$ cat src/rtl/spi_ft_pkg.sv
package spi_ft_pkg;

    localparam int ATTR_W = 31;
    localparam int FSZ_W  = 4;
    localparam int NB_W   = FSZ_W + 1;
    localparam int HC_W   = NB_W + 1;
    localparam int NDLY   = 3;
    localparam int MIN_BITS = 4;

    // Field layout is significant: software composes the word by position.
    typedef struct packed {
        logic [FSZ_W-1:0] fsize_m1;   // 30:27
        logic             cpol;       // 26
        logic             cpha;       // 25
        logic             lsb_first;  // 24
        logic [1:0]       lead_pre;   // 23:22
        logic [1:0]       trail_pre;  // 21:20
        logic [1:0]       gap_pre;    // 19:18
        logic [1:0]       baud_pre;   // 17:16
        logic [3:0]       lead_scl;   // 15:12
        logic [3:0]       trail_scl;  // 11:8
        logic [3:0]       gap_scl;    // 7:4
        logic [3:0]       baud_scl;   // 3:0
    } attr_t;

    typedef enum logic [2:0] {
        PH_IDLE, PH_LEAD, PH_BITS, PH_TRAIL, PH_GAP
    } phase_e;

    function automatic logic [2:0] baud_pre_val(input logic [1:0] code);
        case (code)
            2'd0:    return 3'd2;
            2'd1:    return 3'd3;
            2'd2:    return 3'd5;
            default: return 3'd7;
        endcase
    endfunction

    // Half of the bit-rate scaler (scaler is always even).
    function automatic logic [15:0] baud_half_scl(input logic [3:0] code);
        if (code < 4'd4) return 16'(code) + 16'd1;
        return 16'd1 << (code - 4'd1);
    endfunction

    function automatic logic [2:0] dly_pre_val(input logic [1:0] code);
        return {code, 1'b1};
    endfunction

    function automatic logic [16:0] dly_scl_val(input logic [3:0] code);
        return 17'd2 << code;
    endfunction

    function automatic logic [NB_W-1:0] frame_bits(input logic [FSZ_W-1:0] code);
        if (code < FSZ_W'(MIN_BITS - 1)) return NB_W'(MIN_BITS);
        return {1'b0, code} + NB_W'(1);
    endfunction

endpackage

$ cat src/rtl/spi_ft_baud_dec.sv
module spi_ft_baud_dec #(
    parameter int CNT_W = 20
) (
    input  logic [1:0]       pre_i,
    input  logic [3:0]       scl_i,
    output logic [CNT_W-1:0] half_o
);
    import spi_ft_pkg::*;

    always_comb begin
        half_o = CNT_W'(baud_pre_val(pre_i)) * CNT_W'(baud_half_scl(scl_i));
    end

endmodule

$ cat src/rtl/spi_ft_dly_dec.sv
module spi_ft_dly_dec #(
    parameter int CNT_W = 20
) (
    input  logic [1:0]       pre_i,
    input  logic [3:0]       scl_i,
    output logic [CNT_W-1:0] cyc_o
);
    import spi_ft_pkg::*;

    always_comb begin
        cyc_o = CNT_W'(dly_pre_val(pre_i)) * CNT_W'(dly_scl_val(scl_i));
    end

endmodule

$ cat src/rtl/spi_ft_downcnt.sv
module spi_ft_downcnt #(
    parameter int W = 20
) (
    input  logic         clk,
    input  logic         rst,
    input  logic         load_i,
    input  logic [W-1:0] val_i,
    output logic [W-1:0] cnt_o,
    output logic         zero_o
);
    always_ff @(posedge clk) begin
        if (rst)              cnt_o <= '0;
        else if (load_i)      cnt_o <= val_i;
        else if (cnt_o != '0) cnt_o <= cnt_o - W'(1);
    end

    assign zero_o = (cnt_o == '0);

endmodule

$ cat src/rtl/spi_frame_timer.sv
module spi_frame_timer #(
    parameter int CNT_W = 20
) (
    input  logic                          clk,
    input  logic                          rst,
    input  logic                          start_i,
    input  logic [spi_ft_pkg::ATTR_W-1:0] attr_i,
    input  logic                          cont_i,
    output logic                          sck_o,
    output logic                          cs_en_o,
    output logic                          shift_o,
    output logic                          busy_o,
    output logic                          lsb_first_o
);
    import spi_ft_pkg::*;

    localparam int LEAD = 0;
    localparam int TRAIL = 1;
    localparam int GAP = 2;

    phase_e            phase_q, phase_n;
    attr_t             cfg_q, cfg_sel;
    logic              cont_q;
    logic              cs_q;
    logic [HC_W-1:0]   half_idx_q;
    logic [HC_W-1:0]   last_half;
    logic              accept;

    logic              ld;
    logic [CNT_W-1:0]  ld_val;
    logic [CNT_W-1:0]  cnt;
    logic              cnt_zero;

    logic [CNT_W-1:0]  half_cyc;
    logic [1:0]        dly_pre [NDLY];
    logic [3:0]        dly_scl [NDLY];
    logic [CNT_W-1:0]  dly_cyc [NDLY];

    assign accept  = (phase_q == PH_IDLE) && start_i;
    // Decoders see the incoming word in the start cycle, the held word after.
    assign cfg_sel = accept ? attr_t'(attr_i) : cfg_q;

    assign dly_pre[LEAD]  = cfg_sel.lead_pre;
    assign dly_scl[LEAD]  = cfg_sel.lead_scl;
    assign dly_pre[TRAIL] = cfg_sel.trail_pre;
    assign dly_scl[TRAIL] = cfg_sel.trail_scl;
    assign dly_pre[GAP]   = cfg_sel.gap_pre;
    assign dly_scl[GAP]   = cfg_sel.gap_scl;

    generate
        for (genvar k = 0; k < NDLY; k++) begin : g_dly
            spi_ft_dly_dec #(.CNT_W(CNT_W)) u_dly (
                .pre_i (dly_pre[k]),
                .scl_i (dly_scl[k]),
                .cyc_o (dly_cyc[k])
            );
        end
    endgenerate

    spi_ft_baud_dec #(.CNT_W(CNT_W)) u_baud (
        .pre_i  (cfg_sel.baud_pre),
        .scl_i  (cfg_sel.baud_scl),
        .half_o (half_cyc)
    );

    spi_ft_downcnt #(.W(CNT_W)) u_cnt (
        .clk    (clk),
        .rst    (rst),
        .load_i (ld),
        .val_i  (ld_val),
        .cnt_o  (cnt),
        .zero_o (cnt_zero)
    );

    assign last_half = {frame_bits(cfg_q.fsize_m1), 1'b0} - HC_W'(1);

    always_comb begin
        phase_n = phase_q;
        ld      = 1'b0;
        ld_val  = '0;
        case (phase_q)
            PH_IDLE: if (start_i) begin
                phase_n = PH_LEAD;
                ld      = 1'b1;
                ld_val  = dly_cyc[LEAD] - CNT_W'(1);
            end
            PH_LEAD: if (cnt_zero) begin
                phase_n = PH_BITS;
                ld      = 1'b1;
                ld_val  = half_cyc - CNT_W'(1);
            end
            PH_BITS: if (cnt_zero) begin
                ld = 1'b1;
                if (half_idx_q == last_half) begin
                    phase_n = PH_TRAIL;
                    ld_val  = dly_cyc[TRAIL] - CNT_W'(1);
                end else begin
                    ld_val  = half_cyc - CNT_W'(1);
                end
            end
            PH_TRAIL: if (cnt_zero) begin
                phase_n = PH_GAP;
                ld      = 1'b1;
                ld_val  = dly_cyc[GAP] - CNT_W'(1);
            end
            PH_GAP: if (cnt_zero) phase_n = PH_IDLE;
            default: phase_n = PH_IDLE;
        endcase
    end

    always_ff @(posedge clk) begin
        if (rst) begin
            phase_q    <= PH_IDLE;
            cfg_q      <= '0;
            cont_q     <= 1'b0;
            cs_q       <= 1'b0;
            half_idx_q <= '0;
        end else begin
            phase_q <= phase_n;
            if (accept) begin
                cfg_q  <= attr_t'(attr_i);
                cont_q <= cont_i;
                cs_q   <= 1'b1;
            end
            if (phase_q == PH_LEAD)
                half_idx_q <= '0;
            else if (phase_q == PH_BITS && cnt_zero)
                half_idx_q <= half_idx_q + HC_W'(1);
            if (phase_q == PH_TRAIL && cnt_zero && !cont_q)
                cs_q <= 1'b0;
        end
    end

    // Even half-periods sit at idle level when phase is 0, active when 1.
    assign sck_o       = (phase_q == PH_BITS) ? (cfg_q.cpol ^ cfg_q.cpha ^ half_idx_q[0])
                                              : cfg_q.cpol;
    assign shift_o     = (phase_q == PH_BITS) && !half_idx_q[0] && (cnt == half_cyc - CNT_W'(1));
    assign busy_o      = (phase_q != PH_IDLE);
    assign cs_en_o     = cs_q;
    assign lsb_first_o = cfg_q.lsb_first;

    p_start_accept_r2: assert property (@(posedge clk) disable iff (rst)
        (start_i && !busy_o) |=> (busy_o && cs_en_o));

    p_shift_inside_r10: assert property (@(posedge clk) disable iff (rst)
        shift_o |-> (cs_en_o && busy_o));

    p_shift_single_r10: assert property (@(posedge clk) disable iff (rst)
        shift_o |=> !shift_o);

    p_sck_quiet_r8: assert property (@(posedge clk) disable iff (rst)
        !cs_en_o |-> $stable(sck_o));

    p_cs_release_r3: assert property (@(posedge clk) disable iff (rst)
        $fell(cs_en_o) |-> (busy_o && !shift_o && (sck_o == cfg_q.cpol)));

    p_ignore_start_r11: assert property (@(posedge clk) disable iff (rst)
        (busy_o && start_i) |=> $stable(lsb_first_o));

endmodule

$ cat config.mk
export PLATFORM = sky130hd
export DESIGN_NAME = spi_frame_timer
export DESIGN_NICKNAME = d
export VERILOG_FILES = /design/src/rtl/spi_ft_pkg.sv /design/src/rtl/spi_ft_baud_dec.sv /design/src/rtl/spi_ft_dly_dec.sv /design/src/rtl/spi_ft_downcnt.sv /design/src/rtl/spi_frame_timer.sv
export SDC_FILE = /design/constraint.sdc
export NUM_CORES = 1
export LEC_CHECK = 0
export ABC_AREA = 1
export BUFFER_PORTS_ARGS = -buffer_cell sky130_fd_sc_hd__buf_2
export CORE_MARGIN = 2
export CORE_UTILIZATION = 51
export DETAILED_ROUTE_END_ITERATION = 16
export GPL_TIMING_DRIVEN = 1
export PLACE_DENSITY_LB_ADDON = 0.12
export SYNTH_ARGS = -nofsm -noshare
export SYNTH_HDL_FRONTEND = slang
export SYNTH_SLANG_ARGS = --single-unit
$ cat constraint.sdc
create_clock -name clk -period 15.23 [get_ports clk]
set_input_delay 3.046 -clock clk [delete_from_list [all_inputs] [get_ports clk]]
set_output_delay 3.046 -clock clk [all_outputs]
set_load 0.01 [all_outputs]
==> Flow_metrics.wiki <==
{| class="wikitable"
! Metric !! Value
|-
| Outcome || finished, final reports clean
|-
| Number of buffers on the longest clock path || 2
|-
| Most frequently used flop master after synthesis || dfxtp_1
|-
| Type of origin of the critical path || input port
|-
| First-pass GRT wire length || 56100 µm
|-
| Number of cells traversed by the worst register-to-register path || 28
|-
| Fraction of registers with async set or reset after synthesis || 0%
|-
| Post-detailed-route wirelength per cell || around 15 µm
|-
| Path category of the worst min-delay check || reg -> reg
|-
| Most common cell in the netlist || nand2_1
|-
| Highest net fanout along the worst path || 51
|-
| Count of hold-fix buffers inserted at cts || 0
|-
| Share of cells above drive strength 1 || 6.71%
|-
| Post-detailed-placement half-perimeter wirelength || 27600 µm
|-
| Effective utilization at floorplan || 51.9%
|-
| Leading post-synthesis cells by cell area || ha_1 16%, nand2_1 14%, dfxtp_1 11%
|-
| Vias per inst || between 5 and 6
|-
| Number of search-and-repair iterations in the first detailed-routing pass || 6
|-
| Tcrit/Tclk final || 74.0%
|-
| Final #Nets || 2149
|-
| Number of port buffers || 39
|-
| Die width || 156 µm
|-
| Number of nets with antenna violations after routing || 0
|-
| Cells resized by post-CTS repair || 0
|-
| Category of the most critical setup path || in -> out
|-
| Hold Fails Final Rpt || 0
|-
| Clock net sink count || 62
|-
| Portion of synthesized cell area occupied by the leading cell type || 16.0%
|-
| Final-layout worst hold slack || 464 ps
|-
| Antenna violations before repair || 2
|-
| Sequential-to-total area share from yosys stat || 10.6%
|-
| Clock tree from TritonCTS || done
|-
| Transition at the pin with the smallest max-transition slack || roughly 900 ps
|-
| Iteration-0 DRC Markers || 1004
|-
| DRC violation count after routing || 0
|-
| Fillcell total || roughly 2400
|-
| Count of flip-flops with a built-in enable after synthesis || 0
|-
| Pin count of the biggest net entering global routing || 52
|-
| Ys Warns || 0
|-
| Global routing usage summed across all routing layers || 28.8%
|-
| Post-CTS clock slew at the launch and capture registers of the worst setup and hold paths || 70 ps
|-
| Cell area after technology mapping || 11700 µm²
|-
| Final setup fails || 0
|-
| Area of the core || 22600 µm²
|-
| Final setup skew || between 8 and 9 ps
|-
| Most area-hungry cell type in the Yosys netlist || ha_1
|-
| Via total after detailed routing || 12052
|-
| TritonCTS Buffers || 9
|-
| Max Transition Viols Final || 0
|-
| Die ar. || 24200 µm²
|-
| Max frequency || a little under 90 MHz
|-
| Post-synthesis sequential element count || 62
|-
| Worst Path Required || between 10000 and 15000 ps
|-
| Post-synth top cells || 435 x nand2_1, 325 x inv_1, 213 x nor2_1
|-
| Detailed Route WL || 33900 µm
|-
| Remaining global-route overflow || 0
|-
| Net count after synthesis || 2131
|-
| Number of rows created at floorplan || 55
|-
| Max-slew headroom at the worst pin || 38.4%
|-
| I/O pin cnt || 40
|-
| Instance count along the most critical hold path || 2
|-
| Per-instance average area after synthesis || about 6.2 µm²
|-
| Root buffer cell || clkbuf_16
|-
| Critical Path Sink Type || primary output
|-
| Post-Route Setup TNS || 0 ps
|-
| Unrepaired setup endpoints after global routing || no
|-
| Vias in the first global route || about 11000
|-
| Chip Height || 156 µm
|-
| Final weighted congestion of routability-driven global placement || 1.02
|-
| Area growth, synth to finish || 6.29%
|-
| Maximum level of the CTS H-tree || 3
|-
| Buffers inserted by post-CTS timing repair || 0
|-
| Number of standard cells after synthesis || roughly 1900
|-
| Arrival time of data at the critical path endpoint || 8230 ps
|-
| Number of maximum-capacitance constraint violations || 0
|-
| Count of distinct cell types in the synthesized netlist || 49
|-
| Minimum clock period || 11280 ps
|-
| Clock network latency to the later pin of the worst-skew pair || 360 ps
|}
## through the flow
stage	worst slack [ps]	std cells	util (%)	area, µm²
5_1_grt	3450	2194	55.1	12400
6_report	3950	2195	55.1	12400
2_1_floorplan	5300	1886	-	11700
3_3_place_gp	4040	2178	53.7	12100
3_5_place_dp	3980	2178	53.7	12100
4_1_cts	3980	2194	55.1	12400
## worst max-delay path, cell delays in order
cell	delay [ps]
buf_2	140
nand3_4	100
buf_4	480
inv_2	210
o21ai_2	620
inv_2	140
nor2_1	160
inv_1	220
nand2_1	140
ha_1	240
fa_1	480
inv_1	40
ha_1	340
a21oi_1	330
nand2_1	160
nand2_1	90
nand2_1	110
a21oi_1	180
xor2_1	390
o21ai_0	130
inv_1	70
nand4_1	80
nor2_1	160
buf_2	160
## final cells by class
cell class / count / area (µm²) / area share [%]
multi-input cells: 1448 / 9020 / 72.5
repair buffers: 43 / 225 / 1.81
flip-flops and latches: 62 / 1240 / 9.97
inverters: 340 / 1280 / 10.3
diodes: 1 / 2.50 / 0.0201
well taps: 285 / 357 / 2.86
clock inverters: 7 / 100 / 0.804
clock buffers: 9 / 225 / 1.81
## routing by layer
layer,GRT usage [%],up-vias,routed length (µm)
met5,0,-,8
met4,9.26,2,928
met3,4.53,65,2170
met2,47.9,337,15300
met1,38.4,5523,15500
li1,-,6125,-
## path summary, 6_finish.rpt
check	startpoint	endpoint	slack [ps]
max	start_i	shift_o	3950
min	half_idx_q[5]$_SDFFE_PP0P_	half_idx_q[5]$_SDFFE_PP0P_	460
max reg2reg	phase_q[2]$_SDFFE_PP0P_	u_cnt.cnt_o[14]$_SDFFE_PP0P_	8890
min reg2reg	half_idx_q[5]$_SDFFE_PP0P_	half_idx_q[5]$_SDFFE_PP0P_	460
## registers in the layout, indices dropped and copies added (netlist names)
name,count
cfg_q,30
u_cnt.cnt_o,20
half_idx_q,6
phase_q,3
cont_q,1
cs_en_o,1
lsb_first_o,1
## layout by cell type (no fill, tap or decap), types with 3 or more instances in the layout
cell and instances:
o21bai_1 5, buf_2 39, nor2_2 9, o21a_1 11, nor2_1 213, nand4_1 61, ha_1 150, xor2_1 29
inv_2 15, nor2_4 7, nor4_1 5, o211ai_1 8, inv_6 4, clkbuf_16 9, dfxtp_1 62, nand3b_1 9
or2_1 8, nand2_1 435, xnor2_1 11, a31oi_1 11, o21ai_2 9, nand3_1 136, buf_4 4, o21ai_0 85
o21ai_1 3, or2_2 14, nand2_2 7, inv_1 325, fa_1 60, a21o_1 7, nor3_1 26, a21oi_1 104
o22ai_1 3
## cell families (layout without fill, tap and decap cells)
logic type | Yosys count | count (layout) | share of synthesized area, %
other | 0 | 1 | 0
AND/OR/NAND/NOR | 940 | 940 | 35.2
AO/OA/AOI/OAI | 258 | 258 | 12.5
buffers and inverters | 376 | 399 | 12.4
XOR/XNOR | 40 | 40 | 2.99
flip-flops | 62 | 62 | 10.6
adder cells (fa/ha/maj) | 210 | 210 | 26.3
Power is left out: the tool's default activity adds up to more than one toggle a clock period on the data nets, which glitch-free logic cannot reach.
